`src/rtl/slt_pkg.sv`:
```
package slt_pkg;
  // bit 1: second operand is the immediate, bit 0: unsigned compare
  typedef enum logic [1:0] {
    SLT_OP_REG_S = 2'b00,
    SLT_OP_REG_U = 2'b01,
    SLT_OP_IMM_S = 2'b10,
    SLT_OP_IMM_U = 2'b11
  } slt_op_e;

  localparam int unsigned SLT_OP_W = 2;

  function automatic logic op_uses_imm(slt_op_e op);
    return op[1];
  endfunction

  function automatic logic op_is_unsigned(slt_op_e op);
    return op[0];
  endfunction
endpackage

```
`src/rtl/slt_operand_sel.sv`:
```
module slt_operand_sel #(
  parameter int unsigned DATA_W = 32,
  parameter int unsigned IMM_W  = 16
) (
  input  logic [DATA_W-1:0] rt,
  input  logic [IMM_W-1:0]  imm,
  input  logic              use_imm,
  output logic [DATA_W-1:0] opb
);
  localparam int unsigned EXT_W = DATA_W - IMM_W;

  logic [DATA_W-1:0] imm_wide;

  // both immediate forms replicate the sign bit
  assign imm_wide = {{EXT_W{imm[IMM_W-1]}}, imm};

  always_comb begin
    opb = use_imm ? imm_wide : rt;
  end
endmodule

```
`src/rtl/slt_compare.sv`:
```
module slt_compare #(
  parameter int unsigned DATA_W    = 32,
  parameter int unsigned CMP_STYLE = 1   // 0: comparators, 1: subtract
) (
  input  logic [DATA_W-1:0] a,
  input  logic [DATA_W-1:0] b,
  input  logic              is_unsigned,
  output logic              lt
);
  localparam int unsigned MSB = DATA_W - 1;

  generate
    if (CMP_STYLE == 0) begin : g_cmp
      logic lt_s, lt_u;
      always_comb begin
        lt_u = a < b;
        lt_s = $signed(a) < $signed(b);
        lt   = is_unsigned ? lt_u : lt_s;
      end
    end else begin : g_sub
      logic [DATA_W:0] diff;
      logic            borrow, ovf, neg;
      always_comb begin
        diff   = {1'b0, a} - {1'b0, b};
        borrow = diff[DATA_W];
        neg    = diff[MSB];
        ovf    = (a[MSB] ^ b[MSB]) & (neg ^ a[MSB]);
        lt     = is_unsigned ? borrow : (neg ^ ovf);
      end
    end
  endgenerate
endmodule

```
`src/rtl/slt_out_reg.sv`:
```
module slt_out_reg #(
  parameter int unsigned DATA_W = 32
) (
  input  logic              clk,
  input  logic              rst_n,
  input  logic              in_valid,
  output logic              in_ready,
  input  logic              lt,
  output logic              out_valid,
  input  logic              out_ready,
  output logic [DATA_W-1:0] out_result
);
  logic vld_q;
  logic lt_q;
  logic take;

  assign in_ready = ~vld_q | out_ready;
  assign take     = in_valid & in_ready;

  always_ff @(posedge clk or negedge rst_n) begin
    if (!rst_n) begin
      vld_q <= 1'b0;
      lt_q  <= 1'b0;
    end else if (take) begin
      vld_q <= 1'b1;
      lt_q  <= lt;
    end else if (out_ready) begin
      vld_q <= 1'b0;
    end
  end

  assign out_valid  = vld_q;
  assign out_result = {{(DATA_W-1){1'b0}}, lt_q};
endmodule

```
`src/rtl/slt_unit.sv`:
```
module slt_unit #(
  parameter int unsigned DATA_W    = 32,
  parameter int unsigned IMM_W     = 16,
  parameter int unsigned CMP_STYLE = 1
) (
  input  logic              clk,
  input  logic              rst_n,
  input  logic              in_valid,
  output logic              in_ready,
  input  logic [1:0]        in_op,
  input  logic [DATA_W-1:0] in_rs,
  input  logic [DATA_W-1:0] in_rt,
  input  logic [IMM_W-1:0]  in_imm,
  output logic              out_valid,
  input  logic              out_ready,
  output logic [DATA_W-1:0] out_result
);
  import slt_pkg::*;

  slt_op_e           op;
  logic [DATA_W-1:0] opb;
  logic              lt;

  assign op = slt_op_e'(in_op);

  slt_operand_sel #(.DATA_W(DATA_W), .IMM_W(IMM_W)) u_sel (
    .rt      (in_rt),
    .imm     (in_imm),
    .use_imm (op_uses_imm(op)),
    .opb     (opb)
  );

  slt_compare #(.DATA_W(DATA_W), .CMP_STYLE(CMP_STYLE)) u_cmp (
    .a           (in_rs),
    .b           (opb),
    .is_unsigned (op_is_unsigned(op)),
    .lt          (lt)
  );

  slt_out_reg #(.DATA_W(DATA_W)) u_out (
    .clk        (clk),
    .rst_n      (rst_n),
    .in_valid   (in_valid),
    .in_ready   (in_ready),
    .lt         (lt),
    .out_valid  (out_valid),
    .out_ready  (out_ready),
    .out_result (out_result)
  );
endmodule

```
`config.mk`:
```
export PLATFORM = sky130hd
export DESIGN_NAME = slt_unit
export DESIGN_NICKNAME = d
export VERILOG_FILES = /design/src/rtl/slt_pkg.sv /design/src/rtl/slt_operand_sel.sv /design/src/rtl/slt_compare.sv /design/src/rtl/slt_out_reg.sv /design/src/rtl/slt_unit.sv
export SDC_FILE = /design/constraint.sdc
export NUM_CORES = 1
export LEC_CHECK = 0
export BUFFER_PORTS_ARGS = -buffer_cell sky130_fd_sc_hd__buf_2
export CORE_ASPECT_RATIO = 0.7
export CORE_MARGIN = 2
export CORE_UTILIZATION = 30
export CTS_CLUSTER_DIAMETER = 150
export DETAILED_ROUTE_END_ITERATION = 6
export PLACE_DENSITY_LB_ADDON = 0.05
export SYNTH_ARGS = -nofsm -noshare
export SYNTH_HDL_FRONTEND = slang
export SYNTH_SLANG_ARGS = --single-unit
```
`constraint.sdc`:
```
create_clock -name clk -period 1.25 [get_ports clk]
set_input_delay 0.375 -clock clk [delete_from_list [all_inputs] [get_ports clk]]
set_output_delay 0.375 -clock clk [all_outputs]
set_load 0.03 [all_outputs]
```
# Yosys cells after proc, flatten, opt, wreduce, memory -nomap -nowiden
# Index checks and enable logic that the tools add are counted.
# word_totals
out_inout_bits,34
elab_cells,15
input_bits,86
reg_bits,2
# classes
addsub,1
reduce_logical,1
n_mux,4
bitwise_logic,7
# ops
cell,n
$sub A32 B32 Y33,1
$mux W32,1
$mux W1,3
$xor A1 B1 Y1,3
$and A1 B1 Y1,2
$reduce_bool A2 Y1,1
$not A1 Y1,1
$or A1 B1 Y1,1

# Longest topological paths before layout
# logic_depth
depth_word,6
depth_mapped,16
ltp_nobuf,13

# By module
# From an unflattened synthesis, not the netlist that was laid out.
# hier_totals
cells_unflattened,223
area_unflattened_um2,1909.3
# by_module_without_submodules
module,instances,area_per_inst_um2,seq_area_each_um2,cells_each
slt_compare,1,1023.5,0.0,147
slt_operand_sel,1,549.3,0.0,37
slt_out_reg,1,336.6,50.0,39

# Worst setup path after synthesis
# No wires, ideal clock.
# synth_path
path_type,in2reg
start,input port in_op[1]
end,register u_out.lt_q
setup_time_ps,128
required_ps,1122
t_arrival_ps,2926
n_path_buf,3
path_stages,16
path_slack_ps,-1804
cell_sequence,buf_6 -> and2_1 -> clkbuf_1 -> clkbuf_1 -> a21oi_1 -> ha_1 -> nand4_1 -> nor2_1 -> nand2_1 -> a221oi_2 -> a21oi_1 -> o31a_1 -> fa_1 -> nor3b_1 -> a21oi_1 -> o21ai_0
# synth_between
elab_chain_cells,6
word_cells_on_any_way,7
classes_between,add/sub (1); mux (2); bitwise (4)
# synth_lines
item,line,text
"start, declared",slt_unit.sv:10,"input logic [1:0] in_op,"
$mux W32 (*),slt_operand_sel.sv:18,opb = use_imm ? imm_wide : rt;
$sub A32 B32 Y33,slt_compare.sv:24,"diff = {1'b0, a} - {1'b0, b};"
$xor A1 B1 Y1,slt_compare.sv:27,ovf = (a[MSB] ^ b[MSB]) & (neg ^ a[MSB]);
$and A1 B1 Y1,slt_compare.sv:27,
$xor A1 B1 Y1,slt_compare.sv:28,lt = is_unsigned ? borrow : (neg ^ ovf);
$mux W1 (*),slt_compare.sv:28,
"end signal, assigned",slt_out_reg.sv:26,lt_q <= lt;
"end, declared",slt_out_reg.sv:14,logic lt_q;
# Every way passes the cells marked *; elsewhere a longest branch is shown, timed or not.
# A chain may end at the register's enable or synchronous reset.

# Worst setup path in the final report
# Ends and elaborated chain as after synthesis.

==> results.toml <==
[finish]
stdcell_area_sq_mm = 0.00225
utilization = 0.506
layout-drive-gt1-share = 0.478
syn_to_final_growth_pct = 57.5
final_cell_mix = "buf_2, buf_4, a21oi_1"
final_nets = 434
diodes = 0
final_common_cell = "buf_2"
fillers = 466

[setup_path]
critPathCapture = "u_out.lt_q"
critical_path.max_fanout = 7
critPathLaunchType = "primary input"
r2r-start = "u_out.out_valid"
rr_endpoint = "u_out.lt_q"
cp-startpoint = "in_op[1]"
cp.required_ps = 1330
regToRegSetupSlack_ps = -140
cp.arrival_ps = 2620
critPathCaptureType = "flip-flop"
critical_path_class = "in -> reg"
rr_worst_depth = 5

[sta]
finalSetupViolCount = 2
hold_slack_ps = 378
hold_violations = 0
slew_viol_final = 0
max_clock_freq_mhz = 394
fin_ws_ps = -1290
rsz0062_at_grt = "yes"
fin_worst_skew_ps = 1.51
period_needed_ps = 2540
period_share = 2.03

[place]
place_hpwl_um = 3560
post_dp_cell_area_sq_mm = 0.00208
place.gp.congestion = 0.716
io_buffers = 88

[hold_path]
min_path_type = "in -> reg"

[global_routing]
first_global_vias = 1496
grt_use_total = 0.142
grt_max_degree = 14
antenna_found_initial = 0
grt_pass1_wl_um = 6260
overflow = 0

[drt]
drc = 0
dr_wl_met2_um = 1680
routed_via_density = 4.48
drt_iter0_markers = 32
drtAntennaViolNets = 0
routed_wl_um = 4130
routed-wl-met3_um = 252
wl_met1_um = 2190
top_layer = "met3"
vias = 1653
first_pass_iters = 4
wire_per_inst_um = 11.2

[clock_tree]
clkTransAtPathRegs_ps = 30
cts-root-buf = "clkbuf_8"
cts_tree = "yes"
clockBufferDepth = 2
clock_sinks = 2
clk_latency_ps = 210
cts_buffers = 3
htree_levels = 1

[yosys]
yosys_warnings = 0
syn_area_per_cell_sq_um = 7.70
synth_cell_types = 32
syn_inst = 186
seq_area_frac_synth = 0.0350
synth.cell_area_sq_mm = 0.00143
ys_ff_latch = 2

[pwr]
p_per_area_mw_per_mm2 = 559
leakagePower_nw = 1.28
ir_drop_mv = 0.629

[die]
chipHeight_um = 61.8
ios = 120
core_area_sq_mm = 0.00445
initial_core_util = 0.321
fp.dieW_um = 86.6
rows = 20
dieArea_sq_mm = 0.00535

[outcome]
run_status = "finished, violations left"
failed_checks = "setup timing"

[run]
drv_cap = 0
[worst min-delay path by stage]
stage,startpoint,endpoint,slack [ps],depth (start not counted)
global route,in_valid,u_out.out_valid,400,2
detailed placement,rst_n,u_out.lt_q,170,1
finish,in_valid,u_out.out_valid,380,2
floorplan,rst_n,u_out.lt_q,80,0
CTS,in_valid,u_out.out_valid,380,2
global placement,rst_n,u_out.lt_q,170,1
[cell usage after synthesis]
| library cell | instances | area [sq um] |
|---|---|---|
| a221oi_2 | 1 | 15.0 |
| nand4_1 | 3 | 18.8 |
| inv_1 | 2 | 7.51 |
| o211a_1 | 1 | 10.0 |
| o21bai_1 | 1 | 7.51 |
| nand2_1 | 9 | 33.8 |
| a21oi_1 | 36 | 180 |
| o2111ai_1 | 1 | 8.76 |
| fa_1 | 1 | 20.0 |
| conb_1 | 1 | 3.75 |
| nand2b_1 | 2 | 12.5 |
| o31a_1 | 1 | 8.76 |
| o21ai_1 | 1 | 5.00 |
| a21o_1 | 9 | 67.6 |
| o21ai_0 | 8 | 40.0 |
| dfrtp_1 | 2 | 50.1 |
| a31o_2 | 1 | 8.76 |
| buf_4 | 32 | 240 |
| clkbuf_1 | 4 | 15.0 |
| and2_1 | 2 | 12.5 |
| nor2_1 | 6 | 22.5 |
| nand3_1 | 9 | 45.0 |
| a211oi_1 | 1 | 7.51 |
| mux2_4 | 1 | 15.0 |
| mux2i_1 | 14 | 140 |
| ha_1 | 31 | 388 |
| a21oi_2 | 1 | 8.76 |
| nor3b_1 | 1 | 7.51 |
| buf_6 | 1 | 11.3 |
| clkinv_1 | 1 | 3.75 |
| o211ai_1 | 1 | 7.51 |
| a2111oi_0 | 1 | 8.76 |
[area by class of cell]
type / instances / area (sq um) / area share
tap: 55 / 68.8 / 0.0305
sequential: 2 / 50.0 / 0.0222
inverter: 3 / 11.3 / 0.00499
timing repair buffer: 132 / 828 / 0.367
clock buffer: 3 / 41.3 / 0.0183
multi-input combinational: 174 / 1250 / 0.557
[critical path: stages]
cell      delay [ps]
buf_12           110
buf_12           130
mux2i_2          150
ha_2             320
o21ai_1           60
a21oi_2          100
o21ai_1           70
a221oi_2         320
a21oi_1           70
o31a_1           260
fa_2             310
nor3b_2          150
a21oi_1          100
o21ai_1           80
[sequential cells by signal, summed over array words and instances, names as in the netlist]
name             count
u_out.lt_q           1
u_out.out_valid      1
[power by group]
part	internal, mW	switching (mW)	total (mW)	leakage (nW)
logic	0.449	0.484	0.933	1.24
registers	0.0741	0.00478	0.0789	0.0230
clock network	0.203	0.0453	0.248	0.0216
total	0.726	0.534	1.26	1.28
[metrics by stage]
step                TNS [ps]  setup WS, ps  cells  power (mW)
global route           -1560         -1470    369        1.38
CTS                    -1420         -1370    363        1.23
floorplan              -1450         -1450    216       0.698
global placement       -1520         -1490    357       0.964
finish                 -1340         -1290    369        1.26
detailed placement     -1620         -1580    357       0.956
[cell families (layout without fill, tap and decap cells)]
| group | after synthesis | after routing | synth area share |
|---|---|---|---|
| adders and majority gates | 32 | 32 | 0.285 |
| DFF | 2 | 2 | 0.0350 |
| other | 1 | 31 | 0.00262 |
| buffers and inverters | 40 | 138 | 0.194 |
| muxes | 15 | 15 | 0.108 |
| AOI/OAI and AO/OA | 64 | 64 | 0.268 |
| and+or+nand+nor | 32 | 32 | 0.107 |
[layer usage]
| layer | vias to the layer above | global-route usage |
|---|---|---|
| met5 | - | 0 |
| met4 | 0 | 0.0201 |
| met2 | 63 | 0.229 |
| li1 | 881 | - |
| met1 | 709 | 0.214 |
| met3 | 0 | 0.0119 |
[what timing repair did]
item / CTS / global route
hold buffers: 1 / 0
gates resized for setup: 2 / 16
pin swaps: 2 / 8
endpoints found under the setup margin: 2 / 2
endpoints found under the hold margin: 2 / 0
buffers inserted: 2 / 6
cloned: 0 / 1
Note: power is estimated with default switching activity, not from simulation.
